[src/rtl/rbr_pkg.sv]
package rbr_pkg;
  localparam int RecWords = 4;
  localparam int IdxW = $clog2(RecWords);

  typedef struct packed {
    logic            start;
    logic            loadWord;
    logic [IdxW-1:0] wordIdx;
    logic            finish;
  } rbrCtlT;
endpackage

[src/rtl/rbr_ctrl.sv]
module rbr_ctrl
  import rbr_pkg::*;
(
  input  logic   clk,
  input  logic   rstN,
  input  logic   fetchCmd,
  input  logic   exhaustClr,
  input  logic   exhaustFlag,
  input  logic   memAck,
  output logic   busy,
  output rbrCtlT ctl
);
  localparam logic [IdxW-1:0] LastIdx = IdxW'(RecWords - 1);

  logic busyQ;
  logic [IdxW-1:0] idxQ;
  logic startReq;

  // a clear of a flag that is already low is no trigger
  assign startReq = !busyQ && (fetchCmd || (exhaustClr && exhaustFlag));

  always_comb begin
    ctl.start    = startReq;
    ctl.loadWord = busyQ && memAck;
    ctl.wordIdx  = idxQ;
    ctl.finish   = busyQ && memAck && (idxQ == LastIdx);
  end

  always_ff @(posedge clk) begin
    if (!rstN) begin
      busyQ <= 1'b0;
      idxQ  <= '0;
    end else if (startReq) begin
      busyQ <= 1'b1;
      idxQ  <= '0;
    end else if (busyQ && memAck) begin
      idxQ <= idxQ + 1'b1;
      if (idxQ == LastIdx) busyQ <= 1'b0;
    end
  end

  assign busy = busyQ;
endmodule

[src/rtl/rbr_datapath.sv]
module rbr_datapath
  import rbr_pkg::*;
#(
  parameter int PTR_W = 16
) (
  input  logic               clk,
  input  logic               rstN,
  input  logic               wideMode,
  input  logic               regWrEn,
  input  logic [2:0]         regAddr,
  input  logic [PTR_W-1:0]   regWrData,
  input  logic               exhaustClr,
  input  logic               rxHoldSet,
  input  logic [PTR_W-1:0]   memRdData,
  input  rbrCtlT             ctl,
  output logic [2*PTR_W-1:0] memAddr,
  output logic [PTR_W-1:0]   rdPtr,
  output logic [2*PTR_W-1:0] curBufAddr,
  output logic [2*PTR_W-1:0] curWordCnt,
  output logic               exhaustFlag,
  output logic               rxHold
);
  localparam logic [2:0] SelUpper = 3'd0;
  localparam logic [2:0] SelStart = 3'd1;
  localparam logic [2:0] SelEnd   = 3'd2;
  localparam logic [2:0] SelRead  = 3'd3;
  localparam logic [2:0] SelWrite = 3'd4;
  localparam int NarrowSlot = 2;
  localparam int WideSlot   = 4;

  logic [PTR_W-1:0] upperQ, startQ, endQ, rdQ, wrQ;
  logic [PTR_W-1:0] alignMask, wrAligned;
  logic [PTR_W-1:0] wordOfs, recBytes, stepped, wrapped;
  logic [PTR_W-1:0] bufLoQ, bufHiQ, cntLoQ, cntHiQ;
  logic flagQ, holdQ;

  assign alignMask = wideMode ? ~PTR_W'(WideSlot - 1) : ~PTR_W'(NarrowSlot - 1);
  assign wrAligned = regWrData & alignMask;

  assign wordOfs  = wideMode ? PTR_W'(ctl.wordIdx) * PTR_W'(WideSlot)
                             : PTR_W'(ctl.wordIdx) * PTR_W'(NarrowSlot);
  assign recBytes = wideMode ? PTR_W'(RecWords * WideSlot) : PTR_W'(RecWords * NarrowSlot);
  assign stepped  = rdQ + recBytes;
  assign wrapped  = (stepped == endQ) ? startQ : stepped;
  assign memAddr  = {upperQ, rdQ + wordOfs};

  always_ff @(posedge clk) begin
    if (!rstN) begin
      upperQ <= '0;
      startQ <= '0;
      endQ   <= '0;
      rdQ    <= '0;
      wrQ    <= '0;
    end else begin
      if (regWrEn) begin
        case (regAddr)
          SelUpper: upperQ <= regWrData;
          SelStart: startQ <= wrAligned;
          SelEnd:   endQ   <= wrAligned;
          SelRead:  rdQ    <= wrAligned;
          SelWrite: wrQ    <= wrAligned;
          default: ;
        endcase
      end
      // the advance of a completing fetch wins over a same-cycle pointer write
      if (ctl.finish) rdQ <= wrapped;
    end
  end

  always_ff @(posedge clk) begin
    if (!rstN) begin
      bufLoQ <= '0;
      bufHiQ <= '0;
      cntLoQ <= '0;
      cntHiQ <= '0;
    end else if (ctl.loadWord) begin
      case (ctl.wordIdx)
        IdxW'(0): bufLoQ <= memRdData;
        IdxW'(1): bufHiQ <= memRdData;
        IdxW'(2): cntLoQ <= memRdData;
        default:  cntHiQ <= memRdData;
      endcase
    end
  end

  always_ff @(posedge clk) begin
    if (!rstN) begin
      flagQ <= 1'b0;
      holdQ <= 1'b0;
    end else begin
      if (ctl.finish && (wrapped == wrQ)) flagQ <= 1'b1;
      else if (exhaustClr)                flagQ <= 1'b0;
      if (ctl.finish)     holdQ <= 1'b0;
      else if (rxHoldSet) holdQ <= 1'b1;
    end
  end

  assign rdPtr       = rdQ;
  assign curBufAddr  = {bufHiQ, bufLoQ};
  assign curWordCnt  = {cntHiQ, cntLoQ};
  assign exhaustFlag = flagQ;
  assign rxHold      = holdQ;
endmodule

[src/rtl/rx_buf_ring_fetcher.sv]
module rx_buf_ring_fetcher
  import rbr_pkg::*;
#(
  parameter int PTR_W = 16
) (
  input  logic               clk,
  input  logic               rstN,
  input  logic               wideMode,
  input  logic               regWrEn,
  input  logic [2:0]         regAddr,
  input  logic [PTR_W-1:0]   regWrData,
  input  logic               fetchCmd,
  input  logic               exhaustClr,
  input  logic               rxHoldSet,
  output logic               memReq,
  output logic [2*PTR_W-1:0] memAddr,
  input  logic               memAck,
  input  logic [PTR_W-1:0]   memRdData,
  output logic               busy,
  output logic [PTR_W-1:0]   rdPtr,
  output logic [2*PTR_W-1:0] curBufAddr,
  output logic [2*PTR_W-1:0] curWordCnt,
  output logic               exhaustFlag,
  output logic               rxHold
);
  rbrCtlT ctl;
  logic busyInt;

  rbr_ctrl u_ctrl (
    .clk(clk), .rstN(rstN), .fetchCmd(fetchCmd), .exhaustClr(exhaustClr),
    .exhaustFlag(exhaustFlag), .memAck(memAck), .busy(busyInt), .ctl(ctl)
  );

  rbr_datapath #(.PTR_W(PTR_W)) u_dp (
    .clk(clk), .rstN(rstN), .wideMode(wideMode), .regWrEn(regWrEn),
    .regAddr(regAddr), .regWrData(regWrData), .exhaustClr(exhaustClr),
    .rxHoldSet(rxHoldSet), .memRdData(memRdData), .ctl(ctl),
    .memAddr(memAddr), .rdPtr(rdPtr), .curBufAddr(curBufAddr),
    .curWordCnt(curWordCnt), .exhaustFlag(exhaustFlag), .rxHold(rxHold)
  );

  assign busy   = busyInt;
  assign memReq = busyInt;
endmodule

[config.mk]
export PLATFORM = sky130hd
export DESIGN_NAME = rx_buf_ring_fetcher
export DESIGN_NICKNAME = d
export VERILOG_FILES = /design/src/rtl/rbr_pkg.sv /design/src/rtl/rbr_ctrl.sv /design/src/rtl/rbr_datapath.sv /design/src/rtl/rx_buf_ring_fetcher.sv
export SDC_FILE = /design/constraint.sdc
export NUM_CORES = 1
export LEC_CHECK = 0
export BUFFER_PORTS_ARGS = -buffer_cell sky130_fd_sc_hd__buf_2
export CORE_ASPECT_RATIO = 1.4
export CORE_MARGIN = 4
export CORE_UTILIZATION = 60
export CTS_BUF_LIST = sky130_fd_sc_hd__clkbuf_2 sky130_fd_sc_hd__clkbuf_4 sky130_fd_sc_hd__clkbuf_8
export DETAILED_ROUTE_END_ITERATION = 10
export PLACE_DENSITY = 0.93
export SLEW_MARGIN = 20
export SYNTH_ARGS = -nofsm -noshare
export SYNTH_HDL_FRONTEND = slang
export SYNTH_SLANG_ARGS = --single-unit
[constraint.sdc]
create_clock -name clk -period 7.35 [get_ports clk]
set_input_delay 1.1025 -clock clk [delete_from_list [all_inputs] [get_ports clk]]
set_output_delay 1.1025 -clock clk [all_outputs]
set_load 0.01 [all_outputs]
## After elaboration in Yosys (flattened, before gate mapping)

Index checks and enable logic that the tools add are counted.

- Reduce and logical (&&, ||, !) cells: 27
- Add/subtract/negate cells: 3
- Bitwise operators: 3
- Mux-type cells: 12
- Eq/ne operators: 9

Operator list:

| kind | number |
|---|---|
| $mux W16 | 4 |
| $add A16 B16 Y16 | 2 |
| $eq A16 B16 Y1 | 2 |
| $reduce_and A2 Y1 | 10 |
| $and A16 B16 Y16 | 1 |
| $reduce_bool A2 Y1 | 5 |
| $eq A3 B2 Y1 const B | 2 |
| $logic_and A1 B1 Y1 | 5 |
| $mux W1 | 5 |
| $mux W5 | 1 |
| $eq A2 B2 Y1 const B | 2 |
| $mux W4 | 1 |
| $reduce_or A2 Y1 | 2 |
| $eq A3 B1 Y1 const B | 1 |
| $eq A3 B3 Y1 const B | 1 |
| $logic_not A3 Y1 | 1 |
| $reduce_or A3 Y1 | 1 |
| $add A2 B1 Y2 const B | 1 |
| $eq A2 B1 Y1 const B | 1 |
| $logic_not A2 Y1 | 1 |
| $mux W2 | 1 |
| $not A1 Y1 | 2 |
| $logic_not A1 Y1 | 1 |
| $logic_or A1 B1 Y1 | 1 |

- Register bits: 149
- Bits of input ports: 43

## Logic depth before layout (Yosys ltp)

- Depth after elaboration: 7
- Gate-level depth with buffers: 15

## Hierarchy

Synthesis repeated with hierarchy kept, for this count alone.

- Cells, all modules: 843
- Area total of the unflattened synthesis: 6986.7 um2

Modules (own cells, without submodules):

| module | cells an instance | times used | area each (um2) |
|---|---|---|---|
| rbr_datapath | 823 | 1 | 6792.8 |
| rbr_ctrl | 19 | 1 | 186.4 |
| rx_buf_ring_fetcher | 1 | 1 | 7.5 |

## Least setup slack after synthesis

No wires, ideal clock.

- Kind: input-to-reg
- Start point: in wideMode
- End point: reg u_dp.flagQ, in the netlist u_dp.exhaustFlag
- Arrival: 3.961 ns
- Slack: 3.320 ns
- Stages: 13
- Data required time: 7.281 ns
- Library setup time: 0.069 ns
- Path through: inv_1 ha_1 fa_1 xor2_1 or4_1 nor4_1 nand4_1 buf_6 buf_2 a211oi_1 nor3_1 or4_1 o21ai_1

- Word-level cells in the longest chain between the ends: 7
- Elaborated cells between the ends (all ways): 8
- Those cells by class: add/sub (1); eq/ne (2); mux (3); reduce/logical (2)

Ends and longest elaborated chain:

| element | RTL line | RTL |
|---|---|---|
| from (decl) | rx_buf_ring_fetcher.sv:8 | `input logic wideMode,` |
| $mux W5 (*) | rbr_datapath.sv:42 | `assign recBytes = wideMode ? PTR_W'(RecWords * WideSlot) : PTR_W'(RecWords * NarrowSlot);` |
| $add A16 B16 Y16 (*) | rbr_datapath.sv:43 | `assign stepped = rdQ + recBytes;` |
| $eq A16 B16 Y1 | rbr_datapath.sv:44 | `assign wrapped = (stepped == endQ) ? startQ : stepped;` |
| $mux W16 (*) | rbr_datapath.sv:44 |  |
| $eq A16 B16 Y1 (*) | rbr_datapath.sv:91 | `if (ctl.finish && (wrapped == wrQ)) flagQ <= 1'b1;` |
| $logic_and A1 B1 Y1 (*) | rbr_datapath.sv:91 |  |
| $mux W1 / $reduce_bool A2 Y1 (equally long branches) | -- |  |
| to (signal assigned) | rbr_datapath.sv:88 | `flagQ <= 1'b0;` |
| to (signal assigned) | rbr_datapath.sv:91 |  |
| to (signal assigned) | rbr_datapath.sv:92 | `else if (exhaustClr) flagQ <= 1'b0;` |
| to (decl) | rbr_datapath.sv:35 | `logic flagQ, holdQ;` |

Every way passes the cells marked *; elsewhere a longest branch is shown, timed or not.
A chain may end at the register's enable or synchronous reset.

## Worst setup path after layout

- Start point: in wideMode
- End point: out memAddr[14]

- Word-level cells in the longest chain between the ends: 2

Ends and longest elaborated chain:

| element | RTL line | RTL |
|---|---|---|
| $mux W4 | rbr_datapath.sv:40 | `assign wordOfs = wideMode ? PTR_W'(ctl.wordIdx) * PTR_W'(WideSlot)` |
| $add A16 B16 Y16 | rbr_datapath.sv:45 | `assign memAddr = {upperQ, rdQ + wordOfs};` |
| to (decl) | rx_buf_ring_fetcher.sv:16 | `output logic [2*PTR_W-1:0] memAddr,` |

No other way between the ends.

==> impl_metrics.toml <==
[outcome]
status = "finished, final reports clean"

[layout]
antenna_cells = 0
final_cell_area_mm2 = 0.00782
final_nets = 1019
drive_gt1_frac = 0.219
final_cell_mix = "nand2_1 (272), buf_2 (158), dfxtp_1 (146)"
fillers = 866
final_common_cell = "nand2_1"
syn2layout_area_growth_pct = 18.3

[floorplan]
die_w_um = 96.7
die-area_mm2 = 0.0128
io_pins = 159
rows = 45
start_util = 0.611
die_h_um = 132
design.core.area_mm2 = 0.0108

[clock_tree]
clock-sinks = 146
cts_max_level = 4
clk_latency_ns = 0.44
cts_tree = "done"
post_cts_buffers = 0
cts.reportedPaths.clkPinSlew_ns = 0.07
cts_buffers = 17
cts_root_buf = "clkbuf_8"
cts_resized = 0
clock_path_buffers = 2
hold_buffers = 0

[synthesis]
syn-num-nets = 895
syn_avg_cell_area_um2 = 7.85
synthCells = 841
synth_edf_count = 0
synth_top_area_share = 0.443
yosysWarnings = 0
synth_largest_area_cell = "dfxtp_1"
synth.distinct_cells = 49
ys_seq_area_frac = 0.443
synthArstFlopShare = 0
synth_ff_type = "dfxtp_1"
synth_area_mm2 = 0.00661
ys_top_cells_by_area = "dfxtp_1 (44%), nand2_1 (15%), a21oi_1 (9.9%), xnor2_1 (4.5%), clkbuf_1 (2.3%)"
synth-seq-cells = 146

[sta]
setup_ws_ns = 3.04
clock.fmax_ghz = 0.232
setup_viol = 0
post-route-min-period_ns = 4.31
post-route-period-util = 0.587
worst_pin_slew_ns = 0.949
skew_ns = 0.0154
rsz0062_at_grt = "no"
hold_slack_ns = 0.452
hold_viol = 0
final.setup.tns_ns = 0
drv_slew = 0
max_slew_margin = 0.366

[setup_path]
arrival_ns = 3.21
cp_data_required_time_ns = 6.25
critPathLaunchType = "primary input"
cp_max_fo = 6
worstSetupPathType = "in2out"
crit_path_end_kind = "primary output"

[detailed_routing]
first_pass_iters = 6
ant_nets = 0
drt-wirelength-per-cell_um = 16.6
vias = 6424
drt_iter0_drc = 552
totalWireLength_um = 18600
vias_per_cell = 5.74
remaining_drc_errors = 0

[grt]
grt_usage = 0.281
antenna_found_initial = 0
grt_pass1_vias = 6220
grt_max_degree = 86
grt_overflow_total = 0
grt_pass1_wl_um = 29700

[placed_design]
gp_congestion = 0.889
io_buffers = 158
place_area_mm2 = 0.00735
hpwl_um = 13200
post-place-ws_ns = 2.76

[run]
max_cap_viol_count = 0

[pwr]
leakage_uw = 0.00326
p_per_area_mw_per_mm2 = 213
max-vdd-ir-drop_mv = 0.178

[worst_hold_path]
hp-class = "reg2reg"
worst max-delay path, stage by stage:
cell and delay (ns):
buf_2 0.15, inv_1 0.09, a21boi_0 0.32, inv_1 0.09
ha_1 0.29, a21o_1 0.11, a21oi_1 0.09, nor2b_1 0.24
nand2_1 0.17, nor3_1 0.25, xor2_1 0.16, buf_2 0.14
report_power, final:
part	internal, uW	switching (uW)
sequential	805	14.2
combinational	49.2	86.2
clock	413	293
total	1270	394
state kept, by name, indices dropped and copies added (netlist names):
name / flops
u_dp.exhaustFlag: 1
u_dp.startQ: 15
u_dp.endQ: 15
u_dp.upperQ: 16
u_dp.rdPtr: 16
u_ctrl.busy: 1
u_dp.cntHiQ: 16
u_dp.wrQ: 15
u_dp.rxHold: 1
u_ctrl.idxQ: 2
u_dp.bufLoQ: 16
u_dp.bufHiQ: 16
u_dp.cntLoQ: 16
worst paths after layout:
kind / start / end / slack, ns / cells past startpoint
worst max register to register: u_dp.rdPtr[3] / u_dp.exhaustFlag / 3.62 / 12
worst min register to register: u_dp.bufHiQ[5] / u_dp.bufHiQ[5] / 0.45 / 2
worst max-delay path: wideMode / memAddr[14] / 3.04 / 12
worst min-delay path: u_dp.bufHiQ[5] / u_dp.bufHiQ[5] / 0.45 / 2
kinds of logic after synthesis:
kind of cell	Yosys count	synth area share
simple gates	364	0.230
compound gates	174	0.147
flops	146	0.443
buf+inv	71	0.0468
xor+xnor	51	0.0697
mux	24	0.0407
fa+ha+maj	11	0.0231
layout make-up:
class                   instances  area, um^2  area share
well taps                     141         176      0.0226
multi-input cells             624        3380       0.433
inverters                      14        55.1     0.00704
flip-flops and latches        146        2920       0.374
clock inverters                 9         151      0.0194
clock buffers                  23         304      0.0389
repair buffers                162         821       0.105
metrics by stage:
step | total power, uW | utilization | std cells
2_1_floorplan | 915 | - | 841
3_3_place_gp | 964 | 0.680 | 1087
3_5_place_dp | 968 | 0.680 | 1087
4_1_cts | 1660 | 0.722 | 1119
5_1_grt | 1710 | 0.723 | 1119
6_report | 1660 | 0.723 | 1119
metal layers:
layer	vias up	GRT usage	share of wire	routed length, um
met5	-	0	0	0
met2	356	0.495	0.51	9460
met4	0	0.142	0.036	675
met3	59	0.0693	0.089	1660
li1	3045	-	-	-
met1	2964	0.312	0.37	6790
synthesized netlist by cell type (2+ instances only):
master     instances
buf_6              3
nand2b_1           2
nand4_1            5
xor2_1            16
o2111ai_1          3
o21ai_0            8
mux2_2            13
ha_1               9
nor3b_1            3
nor2_1            29
clkbuf_1          40
nand3_1           10
inv_1             14
dfxtp_1          146
xnor2_1           34
and2_1             2
or4_1              4
a221oi_1           3
nand2_1          272
nor4_1             4
buf_2              7
nor2b_1            5
and4_1             2
buf_4              3
and3_1             8
a21o_1             2
mux2i_1           10
a31oi_1            3
a21oi_1          130
nand3b_1           3
nor3_1            11
fa_1               2
or2_2              2
a211oi_1          15
buf_1              4
No activity file was read; power rests on OpenSTA's default activity.
